[src/rtl/ext_irq_vectorer.sv]
module ext_irq_vectorer #(
  parameter int NUM_LINES = 32
) (
  input  logic                 clk,
  input  logic                 rst_n,
  input  logic [NUM_LINES-1:0] irq_lines,
  input  logic                 sw_irq,
  input  logic                 tmr_irq,
  input  logic                 glb_mie,
  input  logic                 en_ext,
  input  logic                 en_tmr,
  input  logic                 en_sw,
  input  logic [31:0]          vec_base,
  input  logic                 delay_entry,
  input  logic [1:0]           csr_sel,
  input  logic [1:0]           csr_op,
  input  logic [31:0]          csr_wdata,
  output logic [31:0]          csr_rdata,
  output logic                 csr_fault,
  output logic                 ext_pend_flag,
  output logic [4:0]           low_idx,
  output logic                 trap_req,
  output logic [31:0]          trap_addr,
  output logic [5:0]           trap_cause
);

  localparam logic [31:0] LINE_MASK   = 32'((64'd1 << NUM_LINES) - 64'd1);
  localparam logic [5:0]  CAUSE_SW    = 6'd3;
  localparam logic [5:0]  CAUSE_TMR   = 6'd7;
  localparam logic [5:0]  CAUSE_EXT   = 6'd11;
  localparam logic [5:0]  SLOT_OFFSET = 6'd16;

  localparam logic [1:0] SEL_ENA  = 2'd0;
  localparam logic [1:0] SEL_MODE = 2'd1;
  localparam logic [1:0] SEL_PEND = 2'd2;
  localparam logic [1:0] OP_IDLE  = 2'd0;
  localparam logic [1:0] OP_WR    = 2'd1;
  localparam logic [1:0] OP_SET   = 2'd2;
  localparam logic [1:0] OP_CLR   = 2'd3;

  logic [NUM_LINES-1:0] pend_q, ena_q;
  logic                 sw_q, tmr_q, mode_q;
  logic [31:0]          pend32, ena32, hits, ena_nx, mode_nx;
  logic                 wr_ena, wr_mode;

  function automatic logic [31:0] apply_op(input logic [1:0] op, input logic [31:0] prev,
                                           input logic [31:0] wd, input logic [31:0] mask);
    case (op)
      OP_WR:   return (wd & mask) | (prev & ~mask);
      OP_SET:  return prev | (wd & mask);
      OP_CLR:  return prev & ~(wd & mask);
      default: return prev;
    endcase
  endfunction

  assign pend32  = 32'(pend_q);
  assign ena32   = 32'(ena_q);
  assign hits    = pend32 & ena32;
  assign wr_ena  = (csr_op != OP_IDLE) && (csr_sel == SEL_ENA);
  assign wr_mode = (csr_op != OP_IDLE) && (csr_sel == SEL_MODE);
  assign ena_nx  = apply_op(csr_op, ena32, csr_wdata, LINE_MASK);
  assign mode_nx = apply_op(csr_op, {31'b0, mode_q}, csr_wdata, 32'h1);

  always_ff @(posedge clk or negedge rst_n) begin
    if (!rst_n) begin
      pend_q <= '0;
      sw_q   <= 1'b0;
      tmr_q  <= 1'b0;
      ena_q  <= LINE_MASK[NUM_LINES-1:0];
      mode_q <= 1'b0;
    end else begin
      pend_q <= irq_lines;
      sw_q   <= sw_irq;
      tmr_q  <= tmr_irq;
      if (wr_ena)  ena_q  <= ena_nx[NUM_LINES-1:0];
      if (wr_mode) mode_q <= mode_nx[0];
    end
  end

  assign ext_pend_flag = |hits;

  always_comb begin
    low_idx = 5'd0;
    for (int i = NUM_LINES - 1; i >= 0; i--)
      if (hits[i]) low_idx = 5'(i);
  end

  logic sw_act, tmr_act, ext_shared, ext_slot, any_act;
  assign sw_act     = glb_mie && en_sw && sw_q;
  assign tmr_act    = glb_mie && en_tmr && tmr_q;
  assign ext_shared = glb_mie && en_ext && ext_pend_flag && !mode_q;
  assign ext_slot   = glb_mie && en_ext && ext_pend_flag && mode_q;
  assign any_act    = sw_act || tmr_act || ext_shared || ext_slot;

  assign trap_cause = sw_act     ? CAUSE_SW :
                      tmr_act    ? CAUSE_TMR :
                      ext_shared ? CAUSE_EXT :
                      ext_slot   ? SLOT_OFFSET + {1'b0, low_idx} : 6'd0;
  assign trap_req   = any_act && !delay_entry;
  assign trap_addr  = {vec_base[31:2], 2'b00} +
                      (vec_base[0] ? {24'b0, trap_cause, 2'b00} : 32'd0);

  always_comb begin
    case (csr_sel)
      SEL_ENA:  csr_rdata = ena32;
      SEL_MODE: csr_rdata = {31'b0, mode_q};
      SEL_PEND: csr_rdata = pend32;
      default:  csr_rdata = {27'b0, low_idx};
    endcase
  end
  assign csr_fault = (csr_op != OP_IDLE) && csr_sel[1];

  AST_UNIMPL_ZERO: assert property (@(posedge clk) disable iff (!rst_n)
    (csr_sel == SEL_ENA) |-> ((csr_rdata & ~LINE_MASK) == 32'd0));
  AST_FLAG_HAS_INDEX: assert property (@(posedge clk) disable iff (!rst_n)
    ext_pend_flag |-> (pend32[low_idx] && ena32[low_idx]));
  AST_TRAP_NEEDS_MIE: assert property (@(posedge clk) disable iff (!rst_n)
    trap_req |-> glb_mie);
  AST_SLOT_NEEDS_MODE: assert property (@(posedge clk) disable iff (!rst_n)
    (trap_cause >= SLOT_OFFSET) |-> mode_q);
  AST_ENA_WRITE: assert property (@(posedge clk) disable iff (!rst_n)
    (csr_op == OP_WR && csr_sel == SEL_ENA) |=> (ena32 == ($past(csr_wdata) & LINE_MASK)));
  AST_DELAY_MASKS: assert property (@(posedge clk) disable iff (!rst_n)
    delay_entry |-> !trap_req);

endmodule

[config.mk]
export PLATFORM = sky130hd
export DESIGN_NAME = ext_irq_vectorer
export DESIGN_NICKNAME = d
export VERILOG_FILES = /design/src/rtl/ext_irq_vectorer.sv
export SDC_FILE = /design/constraint.sdc
export NUM_CORES = 1
export LEC_CHECK = 0
export CAP_MARGIN = 30
export CORE_ASPECT_RATIO = 1.75
export CORE_MARGIN = 5
export CORE_UTILIZATION = 44
export CTS_BUF_LIST = sky130_fd_sc_hd__clkbuf_4
export DETAILED_ROUTE_END_ITERATION = 10
export GPL_ROUTABILITY_DRIVEN = 0
export HOLD_SLACK_MARGIN = 0.12
export PLACE_DENSITY = 0.83
export SLEW_MARGIN = 5
export SYNTH_ARGS = -nofsm -noshare
export SYNTH_HDL_FRONTEND = slang
export SYNTH_SLANG_ARGS = --single-unit
[constraint.sdc]
create_clock -name clk -period 5.2 [get_ports clk]
set_input_delay 1.04 -clock clk [delete_from_list [all_inputs] [get_ports clk]]
set_output_delay 1.04 -clock clk [all_outputs]
set_load 0.05 [all_outputs]
* Word level (Yosys, flattened, before mapping)
Cells that the tools add are included.
** Word-level totals
- Input port bits :: 109
- Logic and storage cells :: 82
- Output and inout port bits :: 78
- Register bits after elaboration :: 67
** Cells by class
- Eq/ne operators :: 5
- Add/subtract/negate cells :: 2
- Bitwise logic cells :: 7
- Multiplexer cells :: 40
- Reduce and logical (&&, ||, !) cells :: 23
** Operators by type and width (count)
- $pmux W32 S3 :: 2
- $mux W5 :: 32
- $and A32 B32 Y32 :: 2
- $add A32 B8 Y32 :: 1
- $not A32 Y32 :: 1
- $or A32 B32 Y32 :: 1
- $reduce_or A32 Y1 :: 1
- $mux W6 :: 4
- $logic_and A1 B1 Y1 :: 12
- $mux W8 :: 1
- $add A5 B5 Y6 const A :: 1
- $eq A2 B2 Y1 const B :: 3
- $eq A2 B1 Y1 const B :: 2
- $reduce_and A2 Y1 :: 2
- $logic_or A1 B1 Y1 :: 3
- $pmux W1 S3 :: 1
- $reduce_bool A3 Y1 :: 1
- $logic_not A1 Y1 :: 2
- $logic_not A2 Y1 :: 1
- $reduce_bool A2 Y1 :: 1
- $and A1 B1 Y1 :: 1
- $not A1 Y1 :: 1
- $or A1 B1 Y1 :: 1

* Logic depth before layout (Yosys ltp)
- Depth after elaboration :: 40
- Gate-level depth with buffers :: 15
- Gate-level depth less buffers :: 14

* Least setup slack after synthesis
OpenSTA, ideal clock, no wires.
- Kind :: reg-to-output
- From :: register ena_q[11] (netlist: ena32[11])
- To :: output port trap_addr[29]
- Path buffers :: 0
- Arrival :: 4.358 ns
- Data required time :: 4.160 ns
- Slack :: -0.198 ns
- Stages on the path, launching flop included :: 13
- Cell sequence :: dfstp_2 a22o_1 nor4_2 nand4_1 o2111a_1 and2_1 ha_1 nand2_1 o21ai_1 o41a_2 or3b_1 nor2_1 xor2_1
** RTL lines
- start: declaration :: line 41 : logic [NUM_LINES-1:0] pend_q, ena_q;
- start signal: assignment :: line 69 : ena_q <= LINE_MASK[NUM_LINES-1:0];
- start signal: assignment :: line 75 : if (wr_ena) ena_q <= ena_nx[NUM_LINES-1:0];
- $and A32 B32 Y32 (*) :: line 58 : assign hits = pend32 & ena32;
- $reduce_or A32 Y1 (*) :: line 80 : assign ext_pend_flag = |hits;
- net ext_pend_flag :: line 20 : output logic ext_pend_flag,
- $logic_and A1 B1 Y1 (*) :: line 91, 92
- $logic_and A1 B1 Y1 :: line 92 : assign ext_slot = glb_mie && en_ext && ext_pend_flag && mode_q;
- $mux W6 :: line 98 : ext_slot ? SLOT_OFFSET + {1'b0, low_idx} : 6'd0;
- $mux W6 (*) :: line 97 : ext_shared ? CAUSE_EXT :
- $mux W6 (*) :: line 96 : tmr_act ? CAUSE_TMR :
- $mux W6 (*) :: line 95 : assign trap_cause = sw_act ? CAUSE_SW :
- net trap_cause[3] :: line 24 : output logic [5:0] trap_cause
- $mux W8 (*) :: line 101 : (vec_base[0] ? {24'b0, trap_cause, 2'b00} : 32'd0);
- $add A32 B8 Y32 (*) :: line 100 : assign trap_addr = {vec_base[31:2], 2'b00} +
- end: declaration :: line 23 : output logic [31:0] trap_addr,
Mark *: on every way through the listed nets, which the timed path passes. The rest lies on a longest branch.

* Final worst setup path
- From :: input port en_sw
- To :: output port trap_addr[30]
** Between the ends
- Word-level cells in the longest chain between the ends :: 5
** Ends and longest elaborated chain
- start: declaration :: line 12 : input logic en_sw,
- $logic_and A1 B1 Y1 (2 in series) :: line 89 : assign sw_act = glb_mie && en_sw && sw_q;
- $mux W6 :: line 95
- $mux W8 :: line 101
- $add A32 B8 Y32 :: line 100
No other way between the ends.

==> results.tsv <==
stage	metric	value	unit
placement	dpl hpwl	11800	um
global_routing	global-route wire length before repair	23800	um
synthesis	Ys Warns	0	
setup_path	critical path launch point type	primary input	
setup_path	critical path class	in2out	
clock_network	H-tree levels	3	
floorplan	Die X	83.7	um
cells_and_area	Design Area, Final	6830	um2
drt	DR pass1 iterations	4	
setup_path	CP endpoint kind	output port	
synthesis	Yosys cell types	61	
pwr	power per cell area	295	nW/um2
status	status	completed	
min_path	Worst Hold Class	reg2reg	
synthesis	syn avg cell area	9.60	um2
flow_run	# Max-Cap Violations	0	
sta	final hold slack	0.584	ns
sta	Slew Viols, Final	0	
synthesis	post-synthesis async set-or-reset flop share	100	%
placement	Port Buffer Count	183	
floorplan	die area	11600	um2
cells_and_area	share of cells above drive strength 1	21.5	%
cells_and_area	synthesis-to-finish area growth	63.4	%
drt	drt drc	0	
drt	WL/cell	20.1	um
pwr	Leak	2.86	nW
clock_network	number of buffers created by CTS	9	
pwr	peak supply drop	275	uV
sta	# setup viols final	0	
pwr	Final Total Pwr	2.01	mW
placement	Post-DP Area	6490	um2
drt	wl on met1	5220	um
synthesis	#FFs+latches synth	67	
clock_network	CTS Hold Bufs	0	
floorplan	Starting Density	44.4	%
synthesis	synthesized area	4180	um2
clock_network	CTS tree	yes	
sta	Worst Setup Slack, final	0.119	ns
sta	maximum clock rate	197	MHz
drt	First DRT Iteration DRCs	169	
global_routing	largest net degree at the start of global routing	68	
sta	slew margin rel.	37.2	%
clock_network	Reg clk slew, reported paths	0.10	ns
drt	met2 WL	8260	um
sta	min Tclk post-route	5.08	ns
cells_and_area	NumNets Final	740	
synthesis	synth top area cells	dfrtp_1, dfstp_2, a22o_1	
synthesis	Yosys top cell by area	dfrtp_1	
setup_path	Worst EP arrival	4.04	ns
sta	final hold vios	0	
cells_and_area	FILL cells	667	
cells_and_area	Util after Layout	72.6	%
synthesis	number of synthesized flops with an enable pin	0	
drt	Max Used Layer	met4	
clock_network	CTS root buf	clkbuf_4	
synthesis	Post-synth top flop	dfrtp_1	
synthesis	Seq/Total Area, Yosys	41.1	%
sta	Tcrit/Tclk final	97.7	%
floorplan	# rows	47	
drt	Routed WL	15100	um
drt	metal3 WL	881	um
setup_path	Required @ worst endpoint	4.16	ns
floorplan	Die H	139	um
global_routing	gr ovfl total	0	
drt	DRT antenna net count	0	
setup_path	crit-path max FO	12	
drt	vias per inst	5.84	
placement	Setup WS pre-CTS	0.0124	ns
synthesis	top-area cell type share of the netlist area	21.0	%
floorplan	core box area	9410	um2
clock_network	clk sinks	67	
sta	Fin Clk Skew	0	ns
floorplan	IO Pins	187	
global_routing	initial antenna violation count	1	
global_routing	Total GRT Usage	25.6	%
clock_network	clk_lat worst skew	0.41	ns
synthesis	Gate Count Post-Synth	435	
sta	Worst-Margin Slew	0.941	ns
drt	routed via count	4391	
clock_network	CTS max path bufs	2	
global_routing	vias in the first global route	4722	
==> layer usage <==
layer	GRT usage, %	up-vias
li1	-	2007
met1	25.3	2122
met2	47.0	212
met3	6.30	50
met4	15.4	0
met5	0	-
==> cell type report <==
class	count	area, um2	area share [%]
clock inverter	6	104	1.52
tap	122	153	2.24
sequential	67	1720	25.1
multi-input combinational	340	2550	37.4
timing repair buffer	198	2190	32.1
antenna	1	2.50	0.0367
clock buffer	10	75.1	1.10
inverter	8	30.0	0.440
==> registers in the layout, indices dropped and copies added (netlist names) <==
signal / cells
pend32: 32
mode_q: 1
ena32: 32
tmr_q: 1
sw_q: 1
==> timing repair <==
item / CTS / global route
buffers inserted: 4 / 1
setup endpoints to repair: 12 / 18
pin swaps: 5 / 4
resized for setup: 8 / 13
hold endpoints to repair: 0 / 0
==> path summary, 6_finish.rpt <==
check | startpoint | endpoint | slack [ns] | depth (start not counted)
min in group asynchronous | rst_n | pend32[12]$_DFF_PN0_ | 0.78 | 2
hold / removal | ena32[9]$_DFFE_PN1P_ | ena32[9]$_DFFE_PN1P_ | 0.58 | 1
setup reg to reg | ena32[25]$_DFFE_PN1P_ | ena32[25]$_DFFE_PN1P_ | 4.39 | 1
hold reg to reg | ena32[9]$_DFFE_PN1P_ | ena32[9]$_DFFE_PN1P_ | 0.58 | 1
max in group asynchronous | rst_n | pend32[23]$_DFF_PN0_ | 3.85 | 2
setup / recovery | en_sw | trap_addr[30] | 0.12 | 15
==> kinds of logic after synthesis <==
kind of cell / synth area share, %
XOR/XNOR: 5.87
adder cells (fa/ha/maj): 2.28
multiplexers: 7.37
flip-flops: 41.1
AO/OA/AOI/OAI: 24.3
other: 0.0898
buffers and inverters: 2.96
AND/OR/NAND/NOR: 16.0
==> cell usage after synthesis (all sizes together), types with 3 or more instances <==
cell,instances
dfrtp,35
nor4,3
o21a,5
nor3,8
nand4,7
xor2,7
nand2b,4
ha,6
and3,6
clkbuf,15
a21boi,3
a22o,44
o21ai,39
a31oi,5
mux2i,27
nor2b,3
and2,6
nor2,42
a22oi,10
inv,8
buf,6
dfstp,32
and4,4
xnor2,21
nand2,34
nand3,13
a21oi,11
a32oi,4
==> power by group <==
part | internal (mW) | switching, mW | leakage, nW
logic | 0.378 | 0.492 | 2.02
registers | 0.629 | 0.0893 | 0.744
clock network | 0.246 | 0.179 | 0.0978
total | 1.25 | 0.761 | 2.86
==> cells in the final DEF (no fill, tap or decap), types with 4 or more instances in the layout <==
| cell type | synthesis | routed |
|---|---|---|
| nor2_1 | 42 | 42 |
| dfrtp_1 | 35 | 35 |
| nand2_1 | 34 | 32 |
| and2_1 | 6 | 6 |
| a31oi_1 | 4 | 4 |
| a21oi_1 | 10 | 9 |
| xnor2_1 | 21 | 10 |
| a22o_1 | 43 | 39 |
| a32oi_1 | 4 | 4 |
| mux2i_1 | 27 | 27 |
| buf_12 | 0 | 26 |
| nor3_1 | 8 | 6 |
| a22oi_1 | 10 | 7 |
| clkdlybuf4s50_1 | 0 | 153 |
| nand3_1 | 13 | 13 |
| inv_1 | 7 | 7 |
| ha_1 | 6 | 5 |
| o21ai_0 | 37 | 37 |
| clkbuf_4 | 0 | 10 |
| buf_4 | 3 | 16 |
| nand2b_1 | 4 | 4 |
| xor2_1 | 7 | 4 |
| o21a_1 | 5 | 5 |
| xnor2_2 | 0 | 11 |
| nand4_1 | 7 | 7 |
| dfstp_2 | 32 | 32 |
| and4_1 | 4 | 4 |
| and3_1 | 6 | 6 |
==> stage by stage <==
step	setup TNS, ns	cells
CTS	0	749
floorplan	-0.0413	436
detailed placement	0	729
global placement	0	729
finish	0	752
global route	-0.0328	752
==> worst max-delay path, stage by stage <==
cell and delay (ns):
clkdlybuf4s50_1 0.45, a22o_1 0.21, nand2_2 0.11, nand2_1 0.11, o211a_1 0.23, ha_1 0.21, fa_2 0.36, a21o_1 0.20
a21oi_2 0.14, nand2b_1 0.12, a21oi_1 0.07, buf_4 0.18, nor3b_4 0.17, xor2_2 0.25, buf_12 0.18
Power figures use the tool's default switching activity.
